**config.mk**
```make
export PLATFORM = sky130hd
export DESIGN_NAME = kbd_matrix_if
export DESIGN_NICKNAME = d
export VERILOG_FILES = /design/src/rtl/kbd_pkg.sv /design/src/rtl/kbd_row_sync.sv /design/src/rtl/kbd_irq_gen.sv /design/src/rtl/kbd_regs.sv /design/src/rtl/kbd_matrix_if.sv
export SDC_FILE = /design/constraint.sdc
export NUM_CORES = 1
export LEC_CHECK = 0
export BUFFER_PORTS_ARGS = -buffer_cell sky130_fd_sc_hd__buf_2
export CAP_MARGIN = 30
export CORE_ASPECT_RATIO = 1.5
export CORE_UTILIZATION = 42
export CTS_CLUSTER_DIAMETER = 120
export CTS_CLUSTER_SIZE = 8
export DETAILED_ROUTE_END_ITERATION = 10
export PLACE_DENSITY = 0.86
export SLEW_MARGIN = 40
export SYNTH_ARGS = -nofsm -noshare
export SYNTH_HDL_FRONTEND = slang
export SYNTH_SLANG_ARGS = --single-unit
```
**constraint.sdc**
```tcl
create_clock -name clk -period 1.2 [get_ports clk]
set_input_delay 0.12 -clock clk [delete_from_list [all_inputs] [get_ports clk]]
set_output_delay 0.12 -clock clk [all_outputs]
set_load 0.05 [all_outputs]
```
**src/rtl/kbd_pkg.sv**
```systemverilog
package kbd_pkg;
  localparam logic [7:0] OFS_ROWS = 8'h10;
  localparam logic [7:0] OFS_COLS = 8'h14;
  localparam logic [7:0] OFS_STAT = 8'h20;
  localparam logic [7:0] OFS_MASK = 8'h28;

  typedef enum logic [2:0] {
    SEL_NONE,
    SEL_ROWS,
    SEL_COLS,
    SEL_STAT,
    SEL_MASK
  } kbd_sel_e;

  function automatic kbd_sel_e kbd_decode(input logic [7:0] ofs);
    case (ofs)
      OFS_ROWS: kbd_decode = SEL_ROWS;
      OFS_COLS: kbd_decode = SEL_COLS;
      OFS_STAT: kbd_decode = SEL_STAT;
      OFS_MASK: kbd_decode = SEL_MASK;
      default:  kbd_decode = SEL_NONE;
    endcase
  endfunction
endpackage

```
**src/rtl/kbd_row_sync.sv**
```systemverilog
module kbd_row_sync #(
  parameter int ROWS   = 5,
  parameter int STAGES = 2
) (
  input  logic            clk,
  input  logic            rst_n,
  input  logic            clk_on,
  input  logic [ROWS-1:0] row_in_n,
  output logic [ROWS-1:0] row_latch
);
  localparam int LAST = STAGES - 1;

  for (genvar r = 0; r < ROWS; r++) begin : g_row
    logic [STAGES-1:0] chain;

    always_ff @(posedge clk or negedge rst_n) begin
      if (!rst_n) begin
        chain <= '1;
      end else if (STAGES == 1) begin
        chain[0] <= row_in_n[r];
      end else begin
        chain <= {chain[STAGES-2:0], row_in_n[r]};
      end
    end

    always_ff @(posedge clk or negedge rst_n) begin
      if (!rst_n) begin
        row_latch[r] <= 1'b1;
      end else if (clk_on) begin
        row_latch[r] <= chain[LAST];
      end
    end
  end
endmodule

```
**src/rtl/kbd_irq_gen.sv**
```systemverilog
module kbd_irq_gen #(
  parameter int ROWS = 5
) (
  input  logic [ROWS-1:0] row_latch,
  input  logic            mask_q,
  input  logic            clk_on,
  output logic            status,
  output logic            kbd_irq
);
  logic any_row;

  always_comb begin
    any_row = ~&row_latch;
    status  = any_row & ~mask_q;
    kbd_irq = status & clk_on;
  end
endmodule

```
**src/rtl/kbd_regs.sv**
```systemverilog
module kbd_regs
  import kbd_pkg::*;
#(
  parameter int ROWS   = 5,
  parameter int COLS   = 8,
  parameter int ADDR_W = 8,
  parameter int DATA_W = 16
) (
  input  logic              clk,
  input  logic              rst_n,
  input  logic              bus_sel,
  input  logic              bus_wr,
  input  logic [ADDR_W-1:0] bus_addr,
  input  logic [DATA_W-1:0] bus_wdata,
  input  logic [ROWS-1:0]   row_latch,
  input  logic              status,
  output logic [COLS-1:0]   col_q,
  output logic              mask_q,
  output logic [DATA_W-1:0] bus_rdata,
  output logic              bus_rvalid
);
  kbd_sel_e    sel;
  logic        hi_zero;
  logic        wr_en;
  logic        rd_en;
  logic [DATA_W-1:0] rd_next;
  logic        unused_wdata;

  always_comb begin
    hi_zero = 1'b1;
    if (ADDR_W > 8) hi_zero = (bus_addr >> 8) == '0;
    sel = hi_zero ? kbd_decode(bus_addr[7:0]) : SEL_NONE;
    wr_en = bus_sel & bus_wr;
    rd_en = bus_sel & ~bus_wr;
  end

  assign unused_wdata = ^bus_wdata[DATA_W-1:COLS];

  always_ff @(posedge clk or negedge rst_n) begin
    if (!rst_n) begin
      col_q  <= '1;
      mask_q <= 1'b0;
    end else if (wr_en) begin
      case (sel)
        SEL_COLS: col_q  <= bus_wdata[COLS-1:0];
        SEL_MASK: mask_q <= bus_wdata[0];
        default:  ;
      endcase
    end
  end

  always_comb begin
    rd_next = '0;
    case (sel)
      SEL_ROWS: rd_next[ROWS-1:0] = row_latch;
      SEL_COLS: rd_next[COLS-1:0] = col_q;
      SEL_STAT: rd_next[0]        = status;
      SEL_MASK: rd_next[0]        = mask_q;
      default:  rd_next           = '0;
    endcase
  end

  always_ff @(posedge clk or negedge rst_n) begin
    if (!rst_n) begin
      bus_rdata  <= '0;
      bus_rvalid <= 1'b0;
    end else begin
      bus_rvalid <= rd_en;
      if (rd_en) bus_rdata <= rd_next;
    end
  end
endmodule

```
**src/rtl/kbd_matrix_if.sv**
```systemverilog
module kbd_matrix_if #(
  parameter int ROWS   = 5,
  parameter int COLS   = 8,
  parameter int ADDR_W = 8,
  parameter int DATA_W = 16,
  parameter int STAGES = 2
) (
  input  logic              clk,
  input  logic              rst_n,
  input  logic              clk_on,
  input  logic              bus_sel,
  input  logic              bus_wr,
  input  logic [ADDR_W-1:0] bus_addr,
  input  logic [DATA_W-1:0] bus_wdata,
  output logic [DATA_W-1:0] bus_rdata,
  output logic              bus_rvalid,
  input  logic [ROWS-1:0]   row_in_n,
  output logic [COLS-1:0]   col_drv_n,
  output logic              kbd_irq
);
  logic [ROWS-1:0] row_latch;
  logic [COLS-1:0] col_q;
  logic            mask_q;
  logic            status;

  kbd_row_sync #(.ROWS(ROWS), .STAGES(STAGES)) u_sync (
    .clk      (clk),
    .rst_n    (rst_n),
    .clk_on   (clk_on),
    .row_in_n (row_in_n),
    .row_latch(row_latch)
  );

  kbd_regs #(.ROWS(ROWS), .COLS(COLS), .ADDR_W(ADDR_W), .DATA_W(DATA_W)) u_regs (
    .clk       (clk),
    .rst_n     (rst_n),
    .bus_sel   (bus_sel),
    .bus_wr    (bus_wr),
    .bus_addr  (bus_addr),
    .bus_wdata (bus_wdata),
    .row_latch (row_latch),
    .status    (status),
    .col_q     (col_q),
    .mask_q    (mask_q),
    .bus_rdata (bus_rdata),
    .bus_rvalid(bus_rvalid)
  );

  kbd_irq_gen #(.ROWS(ROWS)) u_irq (
    .row_latch(row_latch),
    .mask_q   (mask_q),
    .clk_on   (clk_on),
    .status   (status),
    .kbd_irq  (kbd_irq)
  );

  assign col_drv_n = col_q;
endmodule

```
==> Word-level counts from Yosys, hierarchy flattened <==
Cells that the tools add are included.
{ "word_totals": {"latch_bits": 0, "output_inout_bits": 26, "word_cells": 36, "ram_bits": 0, "ff_bits": 33, "romBits": 0, "mem_count": 0} }
{ "classes": {"reduce_logical": 4, "n_lt_le_gt_ge": 0, "n_div": 0, "n_eq_ne": 8, "mul": 0, "n_mux": 4, "n_shift": 0, "bitwise": 6, "n_addsub": 0} }
{ "op_table": {"columns": ["operator", "n"], "rows": [
  ["equality test 8 x 5 -> 1 bit (second input constant)", 2],
  ["equality test 8 x 6 -> 1 bit (second input constant)", 2],
  ["one-hot mux 3 bit (4 select lines)", 1],
  ["one-hot mux 4 bit (2 select lines)", 1],
  ["equality test 3 x 2 -> 1 bit (second input constant)", 2],
  ["AND reduction 5 bit", 1],
  ["AND 1 bit", 4],
  ["one-hot mux 1 bit (4 select lines)", 1],
  ["AND reduction 2 bit", 2],
  ["equality test 3 x 1 -> 1 bit (second input constant)", 1],
  ["equality test 3 bit (second input constant)", 1],
  ["two-way mux 3 bit", 1],
  ["NOT 1 bit", 2],
  ["logical NOT 1 bit", 1]
]} }

==> Longest topological paths before layout <==
Gate-level depths: netlist of run 1.
{ "depth": {"depth_word": 4, "mapped_depth": 5, "mapped_depth_nobuf": 4} }

==> Hierarchy <==
A second synthesis of run 1 with hierarchy kept.
{ "hier_totals": {"cells_unflattened": 95, "hier_area_um2": 1347.5} }
{ "modules_own_cells": {"columns": ["module", "instances", "seq_area_each_um2", "area_each_um2", "cells_per_inst"], "rows": [
  ["kbd_regs", 1, 460.4, 872.1, 71],
  ["kbd_row_sync", 1, 394.1, 450.4, 20],
  ["kbd_irq_gen", 1, 0.0, 25.0, 4]
]} }

==> Worst setup path before layout of run 1 <==
No wires, ideal clock.
{ "synth_timing": {"path_type": "register -> output", "startpoint": "register u_sync.row_latch[2]", "endpoint": "output kbd_irq", "t_arrival_ps": 1318, "stages_incl_launch_ff": 3, "required_ps": 1080, "path_slack_ps": -238, "n_path_buf": 0, "cell_sequence": "dfstp_2 > and3_1 > a21oi_1"} }
{ "synth_via": {"elab_chain_cells": 4} }
{ "synth_lines": {"columns": ["element", "line_no", "rtl"], "rows": [
  ["from (decl)", "kbd_row_sync.sv:9", "output logic [ROWS-1:0] row_latch"],
  ["from (signal, indexed assignment)", "kbd_row_sync.sv:30", "row_latch[r] <= chain[LAST];"],
  ["AND reduction 5 bit", "kbd_irq_gen.sv:13", "any_row = ~&row_latch;"],
  ["logical NOT 1 bit", "kbd_irq_gen.sv:13", null],
  ["AND 1 bit", "kbd_irq_gen.sv:14", "status = any_row & ~mask_q;"],
  ["AND 1 bit", "kbd_irq_gen.sv:15", "kbd_irq = status & clk_on;"],
  ["to (decl)", "kbd_matrix_if.sv:19", "output logic kbd_irq"]
]} }
Every way passes these cells.

==> Final worst setup path of run 1 <==
{ "layout_timing": {"startpoint": "register u_regs.mask_q", "endpoint": "output kbd_irq"} }
{ "layout_via": {"elab_chain_cells": 3} }
{ "layout_lines": {"columns": ["element", "line_no", "rtl"], "rows": [
  ["from (decl)", "kbd_regs.sv:18", "output logic mask_q,"],
  ["from (signal assigned)", "kbd_regs.sv:46", "SEL_MASK: mask_q <= bus_wdata[0];"],
  ["NOT 1 bit", "kbd_irq_gen.sv:14", null],
  ["AND 1 bit", "kbd_irq_gen.sv:14", null],
  ["AND 1 bit", "kbd_irq_gen.sv:15", null]
]} }
Every way passes these cells.

==> metrics.json, run 1 <==
{
  "clock_tree.buffer_depth": {"value": 2},
  "critPathArrivalTime": {"value": 1.22, "unit": "ns"},
  "max_cap_viol_count": {"value": 0},
  "synth.lib_cells_used.distinct": {"value": 27},
  "timing.critical_path.to_type": {"value": "primary output"},
  "fin_worst_hold_slack": {"value": 0.0635, "unit": "ns"},
  "post-route-period-util": {"value": 112, "unit": "%"},
  "status": {"value": "finished, violations left"},
  "place_congestion": {"value": 0.858},
  "ir_worst_vdd": {"value": 0.000999, "unit": "V"},
  "initial_utilization": {"value": 44.0, "unit": "%"},
  "failed_checks": {"value": "setup timing"},
  "post-route-cell-area": {"value": 2000, "unit": "µm²"},
  "worst_hold_path_type": {"value": "in2reg"},
  "ys_seq_area_share": {"value": 62.1, "unit": "%"},
  "fillers": {"value": 250},
  "clk-insertion-delay-late": {"value": 0.28, "unit": "ns"},
  "io_buffers": {"value": 43},
  "synth_edf_count": {"value": 0},
  "slew_viol_final": {"value": 0},
  "start_kind": {"value": "flip-flop"},
  "floorplan.die.height": {"value": 72.1, "unit": "µm"},
  "yosys_register_bits": {"value": 33},
  "drt_pre_antenna_iters": {"value": 4},
  "r2r.worst_path.cells": {"value": 4},
  "power.density": {"value": 1320, "unit": "nW/µm²"},
  "clock_pin_slew_worst_setup_and_hold_paths": {"value": 0.07, "unit": "ns"},
  "detail_route.wl_per_cell": {"value": 14.8, "unit": "µm"},
  "finalHoldViolCount": {"value": 0},
  "path_max_fanout": {"value": 3},
  "finClkSkew": {"value": 0.00412, "unit": "ns"},
  "avgSynthCellArea": {"value": 13.8, "unit": "µm²"},
  "cellLeakagePower": {"value": 0.942, "unit": "nW"},
  "globalRouteTotalUtil": {"value": 19.7, "unit": "%"},
  "drt_wl_total": {"value": 3110, "unit": "µm"},
  "reg2reg_to": {"value": "u_regs.bus_rdata[0]"},
  "clock_tree.root_cell": {"value": "clkbuf_8"},
  "antenna_found_initial": {"value": 0},
  "layout-drive-gt1-share": {"value": 65.9, "unit": "%"},
  "postPlaceCellArea": {"value": 1740, "unit": "µm²"},
  "area_growth": {"value": 45.4, "unit": "%"},
  "core.rowCount": {"value": 25},
  "drc": {"value": 0},
  "design.core.area": {"value": 3130, "unit": "µm²"},
  "worst-setup-path-type": {"value": "reg2out"},
  "vias": {"value": 1058},
  "finalWorstPathRequiredPeriod": {"value": 1.34, "unit": "ns"},
  "hold-path-cell-count": {"value": 2},
  "floorplan.die_area": {"value": 3510, "unit": "µm²"},
  "cts_buffers": {"value": 5},
  "drt_via_density": {"value": 5.04},
  "detail-route-antenna-nets": {"value": 0},
  "unrepaired_setup_endpoints_after_global_routing": {"value": "true"},
  "asyncSetResetFlopFracSynth": {"value": 100, "unit": "%"},
  "netlist_area": {"value": 1380, "unit": "µm²"},
  "crit-reg2reg-launch": {"value": "u_regs.mask_q"},
  "synthCells": {"value": 100},
  "final_nets": {"value": 203},
  "number_of_antenna_repair_diodes": {"value": 0},
  "place_worst_setup_slack": {"value": -0.203, "unit": "ns"},
  "timing.hold.worst.start": {"value": "bus_wdata[5]"},
  "post-route-worst-setup-slack": {"value": -0.141, "unit": "ns"},
  "count_of_final_setup_violators": {"value": 2},
  "deepest_level_of_the_cts_h_tree": {"value": 2},
  "detailedPlacementHpwl": {"value": 2300, "unit": "µm"},
  "crit_required": {"value": 1.08, "unit": "ns"},
  "overflow": {"value": 0},
  "numClockSinks": {"value": 33},
  "design_power_total": {"value": 2.63, "unit": "mW"},
  "die_x": {"value": 48.7, "unit": "µm"},
  "yosys_warnings": {"value": 0},
  "maximum_number_of_pins_on_one_net_before_global_route_repair": {"value": 19},
  "achievable-frequency": {"value": 746, "unit": "MHz"},
  "tns": {"value": -0.236, "unit": "ns"},
  "cts_tree": {"value": "yes"},
  "ff2ff_setup_slack": {"value": -0.09, "unit": "ns"},
  "vias_in_the_first_global_route": {"value": 1107},
  "io_pins": {"value": 60},
  "hold-path-endpoint": {"value": "u_regs.col_q[5]"},
  "synth_ff_type": {"value": "dfstp_2"},
  "dr.first_iter.drc_count": {"value": 24},
  "grt_pass1_wl": {"value": 5020, "unit": "µm"}
}
-- synthesized netlist by cell type, drive strengths merged (2+ instances only) --
cell type  count  area (µm²)
dfstp         23         604
mux2          14         158
dfrtp         10         250
buf            9        65.1
nand2          7        28.8
mux2i          5        50.1
o21ai          5        25.0
a32o           3        30.0
nand3          3        15.0
nor2           3        18.8
nor3b          3        22.5
a21oi          2        10.0
nand2b         2        12.5
-- sequential cells by signal, summed over array words and instances, names as in the netlist --
register and flops:
u_regs.bus_rdata 8, u_regs.bus_rvalid 1, u_regs.col_q 8, u_regs.mask_q 1, u_sync.g_row.chain 10, u_sync.row_latch 5
-- logic make-up (layout without fill, tap and decap cells) --
kind of cell	count (synthesis)	after routing	share of synthesized area, %
AOI/OAI and AO/OA	13	13	6.46
buffers and inverters	11	74	5.28
DFF	33	33	62.1
muxes	19	19	15.1
other	1	8	0.273
and+or+nand+nor	23	23	10.7
-- layer usage --
| layer | global-route usage, % | up-vias | part of all wire [%] |
|---|---|---|---|
| li1 | - | 475 | - |
| met1 | 17.5 | 531 | 33 |
| met2 | 37.8 | 41 | 59 |
| met3 | 4.61 | 11 | 4.3 |
| met4 | 14.1 | 0 | 4.0 |
| met5 | 0 | - | 0 |
-- area by class of cell --
cell class	count	area [µm²]	area share, %
multi-input cells	63	524	26.2
clock inverters	1	30.0	1.50
clock buffers	7	86.3	4.32
inverters	1	3.75	0.188
flip-flops and latches	33	855	42.7
well taps	40	50.0	2.50
repair buffers	65	450	22.5
-- worst max path at each step --
stage               depth (start not counted)  slack, ns                   to       startpoint
finish                                      4      -0.14              kbd_irq    u_regs.mask_q
detailed placement                          6      -0.20        u_regs.mask_q      bus_addr[7]
floorplan                                   4      -0.05  u_regs.bus_rdata[0]  u_regs.col_q[0]
global placement                            6      -0.12      u_regs.col_q[0]      bus_addr[5]
global route                                4      -0.18              kbd_irq    u_regs.mask_q
CTS                                         4      -0.15              kbd_irq    u_regs.mask_q
-- where the power goes --
part,leakage (nW),internal (mW),switching [mW]
combinational,0.505,0.149,0.208
clock,0.0585,0.676,0.387
sequential,0.379,1.19,0.0230
-- critical path, stage by stage, from the launching register on --
cell,delay (ns)
dfrtp_1,0.39
buf_6,0.12
nand2b_4,0.13
a21oi_4,0.12
buf_6,0.17
-- cell usage in the layout (no fill, tap or decap), types with 2 or more instances in the layout --
cell type,n
buf_2,34
dfstp_2,23
buf_4,21
mux2_2,10
dfrtp_1,10
conb_1,8
nand2_1,6
clkbuf_8,6
dlygate4sd3_1,6
mux2i_1,5
mux2_4,4
o21ai_0,4
nand3_1,3
a32o_1,3
nor2_1,2
nor3b_1,2
buf_6,2
buf_12,2
-- metrics by stage --
step                utilization, %  instances
floorplan                        -        107
global placement              55.5        192
detailed placement            55.5        192
CTS                           63.9        210
global route                  63.9        210
finish                        63.9        210
-- repair_timing --
item	in CTS	in global routing
resized for setup	17	0
setup endpoints to repair	10	2
pin swaps	2	0
buffers inserted	4	0
hold buffers	6	0
hold endpoints to repair	14	0
Power figures use the tool's default switching activity.
==> run 2: changes to the inputs <==
Settings changed: CORE_UTILIZATION 42 to 39, PLACE_DENSITY 0.86 to 0.81.
==> run 2 against run 1 <==
Net effect:
- the run still ends with setup timing left
- final cell count rose by 1.4%
- total power fell by 8.0%
- setup slack got worse by 0.0068 ns
- first-iteration DRC count fell by 42%
- sequential cell count did not move
- design area fell by 0.50%
- clock power fell by 20%
- global-route usage fell by 2.3 points
- sequential power barely moved
- die area rose by 7.4%
- sequential share of layout area rose by 0.22 points
- clock skew rose by 0.0046 ns
- largest power group unchanged
- highest routed layer unchanged
==> metrics.json, run 2 (same netlist as run 1, synthesis figures left out) <==
{
  "die_x": {"value": 50.5, "unit": "µm", "change": "+3.6%"},
  "achievable-frequency": {"value": 742, "unit": "MHz", "change": "-0.50%"},
  "post-route-period-util": {"value": 112, "unit": "%", "change": "+0.57 points"},
  "clock_tree.root_cell": {"value": "clkbuf_8"},
  "floorplan.die_area": {"value": 3770, "unit": "µm²", "change": "+7.4%"},
  "vias_in_the_first_global_route": {"value": 1086, "change": "-1.9%"},
  "cellLeakagePower": {"value": 0.939, "unit": "nW", "change": "-0.29%"},
  "drt_via_density": {"value": 4.82, "change": "-4.4%"},
  "drt_wl_total": {"value": 2840, "unit": "µm", "change": "-8.7%"},
  "power.density": {"value": 1220, "unit": "nW/µm²", "change": "-7.6%"},
  "worst-setup-path-type": {"value": "reg2out"},
  "slew_viol_final": {"value": 0, "change": "unchanged"},
  "largest_reg_flops": {"value": 10, "change": "unchanged"},
  "detail-route-antenna-nets": {"value": 0, "change": "unchanged"},
  "layout.cells.most_common_list": {"value": "buf_2 (34), dfstp_2 (23), buf_4 (22), mux2_2 (10), dfrtp_1 (10)"},
  "grt_pass1_wl": {"value": 4730, "unit": "µm", "change": "-5.6%"},
  "globalRouteTotalUtil": {"value": 17.4, "unit": "%", "change": "-2.3 points"},
  "clock_pin_slew_worst_setup_and_hold_paths": {"value": 0.07, "unit": "ns", "change": "about the same"},
  "start_kind": {"value": "flip-flop"},
  "io_buffers": {"value": 43, "change": "unchanged"},
  "layout-drive-gt1-share": {"value": 66.7, "unit": "%", "change": "+0.78 points"},
  "vias": {"value": 1026, "change": "-3.0%"},
  "unrepaired_setup_endpoints_after_global_routing": {"value": "true"},
  "crit-reg2reg-launch": {"value": "u_regs.mask_q"},
  "design.core.area": {"value": 3380, "unit": "µm²", "change": "+8.2%"},
  "layout_top_registers": {"value": "u_sync.g_row.chain: 10 flops, u_regs.bus_rdata: 8 flops, u_regs.col_q: 8 flops"},
  "finalWorstPathRequiredPeriod": {"value": 1.35, "unit": "ns", "change": "+0.00680 ns"},
  "drc": {"value": 0, "change": "unchanged"},
  "critPathArrivalTime": {"value": 1.23, "unit": "ns", "change": "about the same"},
  "crit_required": {"value": 1.08, "unit": "ns", "change": "about the same"},
  "finClkSkew": {"value": 0.00873, "unit": "ns", "change": "+0.00461 ns"},
  "dr.first_iter.drc_count": {"value": 14, "change": "-42%"},
  "max_flop_register": {"value": "u_sync.g_row.chain"},
  "cts_buffers": {"value": 5, "change": "unchanged"},
  "number_of_antenna_repair_diodes": {"value": 0, "change": "unchanged"},
  "clk-insertion-delay-late": {"value": 0.28, "unit": "ns", "change": "about the same"},
  "finalHoldViolCount": {"value": 0, "change": "unchanged"},
  "overflow": {"value": 0, "change": "unchanged"},
  "antenna_found_initial": {"value": 0, "change": "unchanged"},
  "path_max_fanout": {"value": 2, "change": "-1"},
  "io_pins": {"value": 60, "change": "unchanged"},
  "area_growth": {"value": 44.7, "unit": "%"},
  "place_congestion": {"value": 0.829, "change": "-3.4%"},
  "timing.critical_path.to_type": {"value": "primary output"},
  "timing.hold.worst.start": {"value": "bus_wdata[5]"},
  "ir_worst_vdd": {"value": 0.000866, "unit": "V", "change": "-13%"},
  "post-route-worst-setup-slack": {"value": -0.148, "unit": "ns", "change": "-0.00680 ns"},
  "post_layout_nonfiller_instances": {"value": 213, "change": "+1.4%"},
  "max_cap_viol_count": {"value": 0, "change": "unchanged"},
  "placed_cells_incl_taps": {"value": 194, "change": "+1.0%"},
  "initial_utilization": {"value": 40.6, "unit": "%", "change": "-3.3 points"},
  "final_nets": {"value": 204, "change": "+0.49%"},
  "count_of_final_setup_violators": {"value": 2, "change": "unchanged"},
  "fillers": {"value": 295, "change": "+18%"},
  "drt_pre_antenna_iters": {"value": 4, "change": "unchanged"},
  "failed_checks": {"value": "setup timing"},
  "cts_tree": {"value": "yes"},
  "core.rowCount": {"value": 26, "change": "+4.0%"},
  "worst_hold_path_type": {"value": "in2reg"},
  "status": {"value": "finished, violations left"},
  "deepest_level_of_the_cts_h_tree": {"value": 2, "change": "unchanged"},
  "design_power_total": {"value": 2.42, "unit": "mW", "change": "-8.0%"},
  "detail_route.wl_per_cell": {"value": 13.3, "unit": "µm", "change": "-10%"},
  "detailedPlacementHpwl": {"value": 2070, "unit": "µm", "change": "-10%"},
  "critical_path.startpoint": {"value": "u_regs.mask_q"},
  "floorplan.die.height": {"value": 74.7, "unit": "µm", "change": "+3.7%"},
  "numClockSinks": {"value": 33, "change": "unchanged"},
  "maximum_number_of_pins_on_one_net_before_global_route_repair": {"value": 19, "change": "unchanged"},
  "mostFrequentLayoutCell": {"value": "buf_2"},
  "clock_tree.buffer_depth": {"value": 2, "change": "unchanged"}
}
-- run 2: cell types whose count changed in the layout (fill, tap and decap cells not counted) --
cell	change
buf_4	+1
or4b_1	-1
inv_4	+1
bufinv_16	-1
or4b_4	+1
-- run 2: worst max-delay path, stage by stage, from the launching register on --
cell and delay, ns:
dfrtp_1 0.40, buf_6 0.13, nand2b_4 0.13, a21oi_4 0.12, buf_6 0.17
-- run 2: per-stage QoR --
stage          worst slack [ns]  hold slack (ns)  setup TNS (ns)  utilization (%)  instance area (µm²)
2_1_floorplan           -0.0520           -0.176          -0.276                -                 1430
3_3_place_gp             -0.123           0.0616           -1.13             51.4                 1740
3_5_place_dp             -0.195           0.0730           -1.68             51.4                 1740
4_1_cts                  -0.148           0.0538          -0.225             58.6                 1980
5_1_grt                  -0.221           0.0619          -0.421             58.8                 1990
6_report                 -0.148           0.0654          -0.248             58.8                 1990
-- run 2: layout make-up --
cell class              count  area (µm²)  share of cell area, %
repair buffers             66         458                   23.0
flip-flops and latches     33         855                   43.0
clock buffers               7        86.3                   4.34
clock inverters             1        6.26                  0.314
multi-input cells          63         528                   26.5
inverters                   1        3.75                  0.189
well taps                  42        52.6                   2.64
-- run 2: final timing paths --
| path | end | slack [ns] | cells past startpoint |
|---|---|---|---|
| max reg2reg | u_regs.bus_rdata[0] | -0.10 | 4 |
| min | u_regs.col_q[5] | 0.07 | 2 |
| max in group asynchronous | u_sync.row_latch[4] | 0.41 | 3 |
| max | kbd_irq | -0.15 | 4 |
| min in group asynchronous | u_regs.bus_rdata[5] | 0.29 | 2 |
| min reg2reg | u_sync.g_row[2].chain[1] | 0.35 | 0 |
-- run 2: timing repair --
item,4_1_cts,5_1_grt
setup buffers,5,0
endpoints found under the setup margin,10,2
pin swaps,2,0
hold endpoints to repair,14,0
gates cloned,0,0
resized for setup,16,2
hold buffers,6,0
-- run 2: where the power goes --
group	switching [mW]	internal [mW]	total (mW)
logic	0.205	0.151	0.356
registers	0.0244	1.19	1.21
clock network	0.384	0.467	0.851
-- run 2: routing by layer --
metal  share of wire, %  global-route usage, %  wire (µm)
met4                2.1                   9.57         59
met3                6.3                   4.65        179
met5                  0                      0          0
met2                 58                   33.0       1640
met1                 34                   16.8        955
==> run 3: changes to the inputs <==
Settings changed: CORE_UTILIZATION 39 to 50, PLACE_DENSITY 0.81 to 0.95.
Clock period 1.2 ns to 1.7 ns, I/O delays scaled along.
==> run 3 against run 2 <==
Net effect:
- the flow now finishes without violations
- via count is 8.7% lower
- die area is 21% lower
- sequential cell count stayed put
==> metrics.json, run 3 (same netlist as run 1, synthesis figures left out) <==
{
  "maximum_number_of_pins_on_one_net_before_global_route_repair": {"value": 34, "change": "+15"},
  "floorplan.die_area": {"value": 2970, "unit": "µm²", "change": "-21%"},
  "antenna_found_initial": {"value": 0, "change": "unchanged"},
  "vias_in_the_first_global_route": {"value": 1000, "change": "-7.9%"},
  "area_growth": {"value": 25.8, "unit": "%"},
  "drt_wl_total": {"value": 2450, "unit": "µm", "change": "-13%"},
  "mostFrequentLayoutCell": {"value": "buf_2"},
  "post-route-period-util": {"value": 89.2, "unit": "%"},
  "core.rowCount": {"value": 22, "change": "-15%"},
  "io_pins": {"value": 60, "change": "unchanged"},
  "achievable-frequency": {"value": 659, "unit": "MHz"},
  "unrepaired_setup_endpoints_after_global_routing": {"value": "false"},
  "globalRouteTotalUtil": {"value": 19.9, "unit": "%", "change": "+2.5 points"},
  "layout.core_utilization": {"value": 68.3, "unit": "%", "change": "+9.5 points"},
  "power.density": {"value": 885, "unit": "nW/µm²", "change": "-27%"},
  "number_of_antenna_repair_diodes": {"value": 0, "change": "unchanged"},
  "power.switching": {"value": 387, "unit": "µW", "change": "-37%"},
  "power_frac_comb": {"value": 12.7, "unit": "%", "change": "-2.0 points"},
  "cp.buffers_inverters": {"value": 1, "change": "-1"},
  "place_congestion": {"value": 0.748, "change": "-9.8%"},
  "clk-insertion-delay-late": {"value": 0.32, "unit": "ns", "change": "+0.04 ns"},
  "cellLeakagePower": {"value": 0.832, "unit": "nW", "change": "-11%"},
  "initial_utilization": {"value": 54.3, "unit": "%", "change": "+14 points"},
  "netSwitchingFraction": {"value": 25.3, "unit": "%", "change": "-0.073 points"},
  "fillers": {"value": 190, "change": "-36%"},
  "floorplan.die.height": {"value": 66.2, "unit": "µm", "change": "-11%"},
  "crit_path_max_incr_delay": {"value": 0.55, "unit": "ns", "change": "+0.15 ns"},
  "p_int": {"value": 1.14, "unit": "mW", "change": "-37%"},
  "detail-route-antenna-nets": {"value": 0, "change": "unchanged"},
  "overflow": {"value": 0, "change": "unchanged"},
  "layout_top_registers": {"value": "u_sync.g_row.chain: 10 flops, u_regs.bus_rdata: 8 flops, u_regs.col_q: 8 flops"},
  "max_cap_viol_count": {"value": 0, "change": "unchanged"},
  "tightestPinTransition": {"value": 0.673, "unit": "ns"},
  "power.share.sequential": {"value": 55.8, "unit": "%", "change": "+5.6 points"},
  "cts_buffers": {"value": 5, "change": "unchanged"},
  "finalWorstPathRequiredPeriod": {"value": 1.52, "unit": "ns"},
  "drc": {"value": 0, "change": "unchanged"},
  "finalHoldViolCount": {"value": 0, "change": "unchanged"},
  "path_max_fanout": {"value": 3, "change": "+1"},
  "io_buffers": {"value": 43, "change": "unchanged"},
  "drt_via_density": {"value": 4.91, "change": "+1.8%"},
  "layout.cells.most_common_list": {"value": "buf_2 (43), dfstp_2 (23), mux2_2 (14), dfrtp_1 (10), conb_1 (8)"},
  "timing.max_slew.rel_slack": {"value": 55.1, "unit": "%"},
  "max_flop_register": {"value": "u_sync.g_row.chain"},
  "ir_worst_vdd": {"value": 0.000741, "unit": "V", "change": "-14%"},
  "status": {"value": "finished, final reports clean"},
  "numClockSinks": {"value": 33, "change": "unchanged"},
  "area.sequential": {"value": 855, "unit": "µm²", "change": "unchanged"},
  "finClkSkew": {"value": 0.00951, "unit": "ns", "change": "+0.000775 ns"},
  "start_kind": {"value": "flip-flop"},
  "final_nets": {"value": 188, "change": "-7.8%"},
  "dr.first_iter.drc_count": {"value": 16, "change": "+2"},
  "post-route-cell-area": {"value": 1730, "unit": "µm²", "change": "-13%"},
  "crit_required": {"value": 1.53, "unit": "ns", "change": "+0.45 ns"},
  "grt_pass1_wl": {"value": 4040, "unit": "µm", "change": "-15%"},
  "tns": {"value": 0, "unit": "ns", "change": "+0.248 ns"},
  "worst-setup-path-type": {"value": "reg2out"},
  "timing.critical_path.to_type": {"value": "primary output"},
  "die_x": {"value": 44.8, "unit": "µm", "change": "-11%"},
  "cts.repair_timing.setup_buffer_count": {"value": 0, "change": "-5"},
  "critPathTopFamily": {"value": "flip-flops"},
  "clock_tree.root_cell": {"value": "clkbuf_4"},
  "critPathArrivalTime": {"value": 1.35, "unit": "ns", "change": "+0.12 ns"},
  "power.share.clock": {"value": 31.5, "unit": "%", "change": "-3.6 points"},
  "largest_reg_flops": {"value": 10, "change": "unchanged"},
  "drt_pre_antenna_iters": {"value": 4, "change": "unchanged"},
  "detail_route.wl_per_cell": {"value": 12.8, "unit": "µm", "change": "-3.5%"},
  "clock_pin_slew_worst_setup_and_hold_paths": {"value": 0.09, "unit": "ns", "change": "+0.02 ns"},
  "clock_tree.buffer_depth": {"value": 2, "change": "unchanged"},
  "slew_viol_final": {"value": 0, "change": "unchanged"},
  "postPlaceCellArea": {"value": 1600, "unit": "µm²", "change": "-8.0%"},
  "multi_input_comb_area": {"value": 474, "unit": "µm²", "change": "-10%"},
  "cts_tree": {"value": "yes"},
  "worst_path_max_delay_cell": {"value": "dfstp_2"},
  "layout-drive-gt1-share": {"value": 59.4, "unit": "%", "change": "-7.3 points"},
  "deepest_level_of_the_cts_h_tree": {"value": 2, "change": "unchanged"},
  "design.core.area": {"value": 2530, "unit": "µm²", "change": "-25%"},
  "worst_hold_path_type": {"value": "in2reg"},
  "count_of_final_setup_violators": {"value": 0, "change": "-2"},
  "timing.critical_path.cells": {"value": "and3_1 -> a21oi_1 -> buf_2"},
  "vias": {"value": 937, "change": "-8.7%"}
}
-- run 3: cell count changes in the layout (fill, tap and decap cells not counted), sizes merged --
cell,before,now
buf,60,44
clkinv,0,1
inv,2,1
-- run 3: area by class of cell --
| type | instances | share of cell area (%) |
|---|---|---|
| Multi-Input combinational cell | 63 | 27.4 |
| Clock inverter | 1 | 0.289 |
| Timing Repair Buffer | 50 | 16.3 |
| Clock buffer | 7 | 3.76 |
| Sequential cell | 33 | 49.4 |
| Tap cell | 36 | 2.60 |
| Inverter | 1 | 0.217 |
-- run 3: layer usage --
layer / track usage (%) / wire length (µm) / vias up
met5: 0 / 0 / -
met4: 14.4 / 71 / 0
met3: 6.01 / 120 / 6
met2: 36.6 / 1440 / 34
met1: 16.8 / 821 / 451
li1: - / - / 446
-- run 3: path summary, 6_finish.rpt --
check / start / endpoint / slack (ns) / cells past startpoint
setup / recovery: u_sync.row_latch[2] / kbd_irq / 0.18 / 3
hold / removal: bus_wdata[5] / u_regs.col_q[5] / 0.08 / 2
setup reg to reg: u_regs.mask_q / u_regs.bus_rdata[0] / 0.34 / 4
hold reg to reg: u_sync.g_row[4].chain[0] / u_sync.g_row[4].chain[1] / 0.36 / 0
max in group asynchronous: rst_n / u_regs.bus_rdata[4] / 0.85 / 2
min in group asynchronous: rst_n / u_regs.bus_rvalid / 0.42 / 2
-- run 3: timing repair --
action                    in CTS  in global routing
hold buffers                   6                  0
gates resized for setup        0                  0
hold endpoints to repair      15                  0
-- run 3: metrics by stage --
step / hold slack, ns / cells / power (mW) / setup slack [ns]
after global routing: 0.0645 / 191 / 1.59 / 0.118
final: 0.0764 / 191 / 1.53 / 0.183
after global placement: 0.227 / 177 / 1.05 / 0.207
after detailed placement: 0.241 / 177 / 1.05 / 0.122
after floorplan: -0.126 / 107 / 0.998 / 0.212
after CTS: 0.0660 / 191 / 1.55 / 0.157
-- run 3: worst register-to-register path, delay by kind of cell, from the launching register on --
family	cells	cell delay, ns
compound gates	3	0.38
flops	1	0.42
simple gates	1	0.47
-- run 3: power groups by stage --
stage	clock network [mW]	logic [mW]	registers, mW
after floorplan	0	0.109	0.889
after global placement	0	0.179	0.866
after detailed placement	0	0.185	0.869
after CTS	0.501	0.196	0.856
after global routing	0.525	0.208	0.861
final	0.482	0.194	0.855
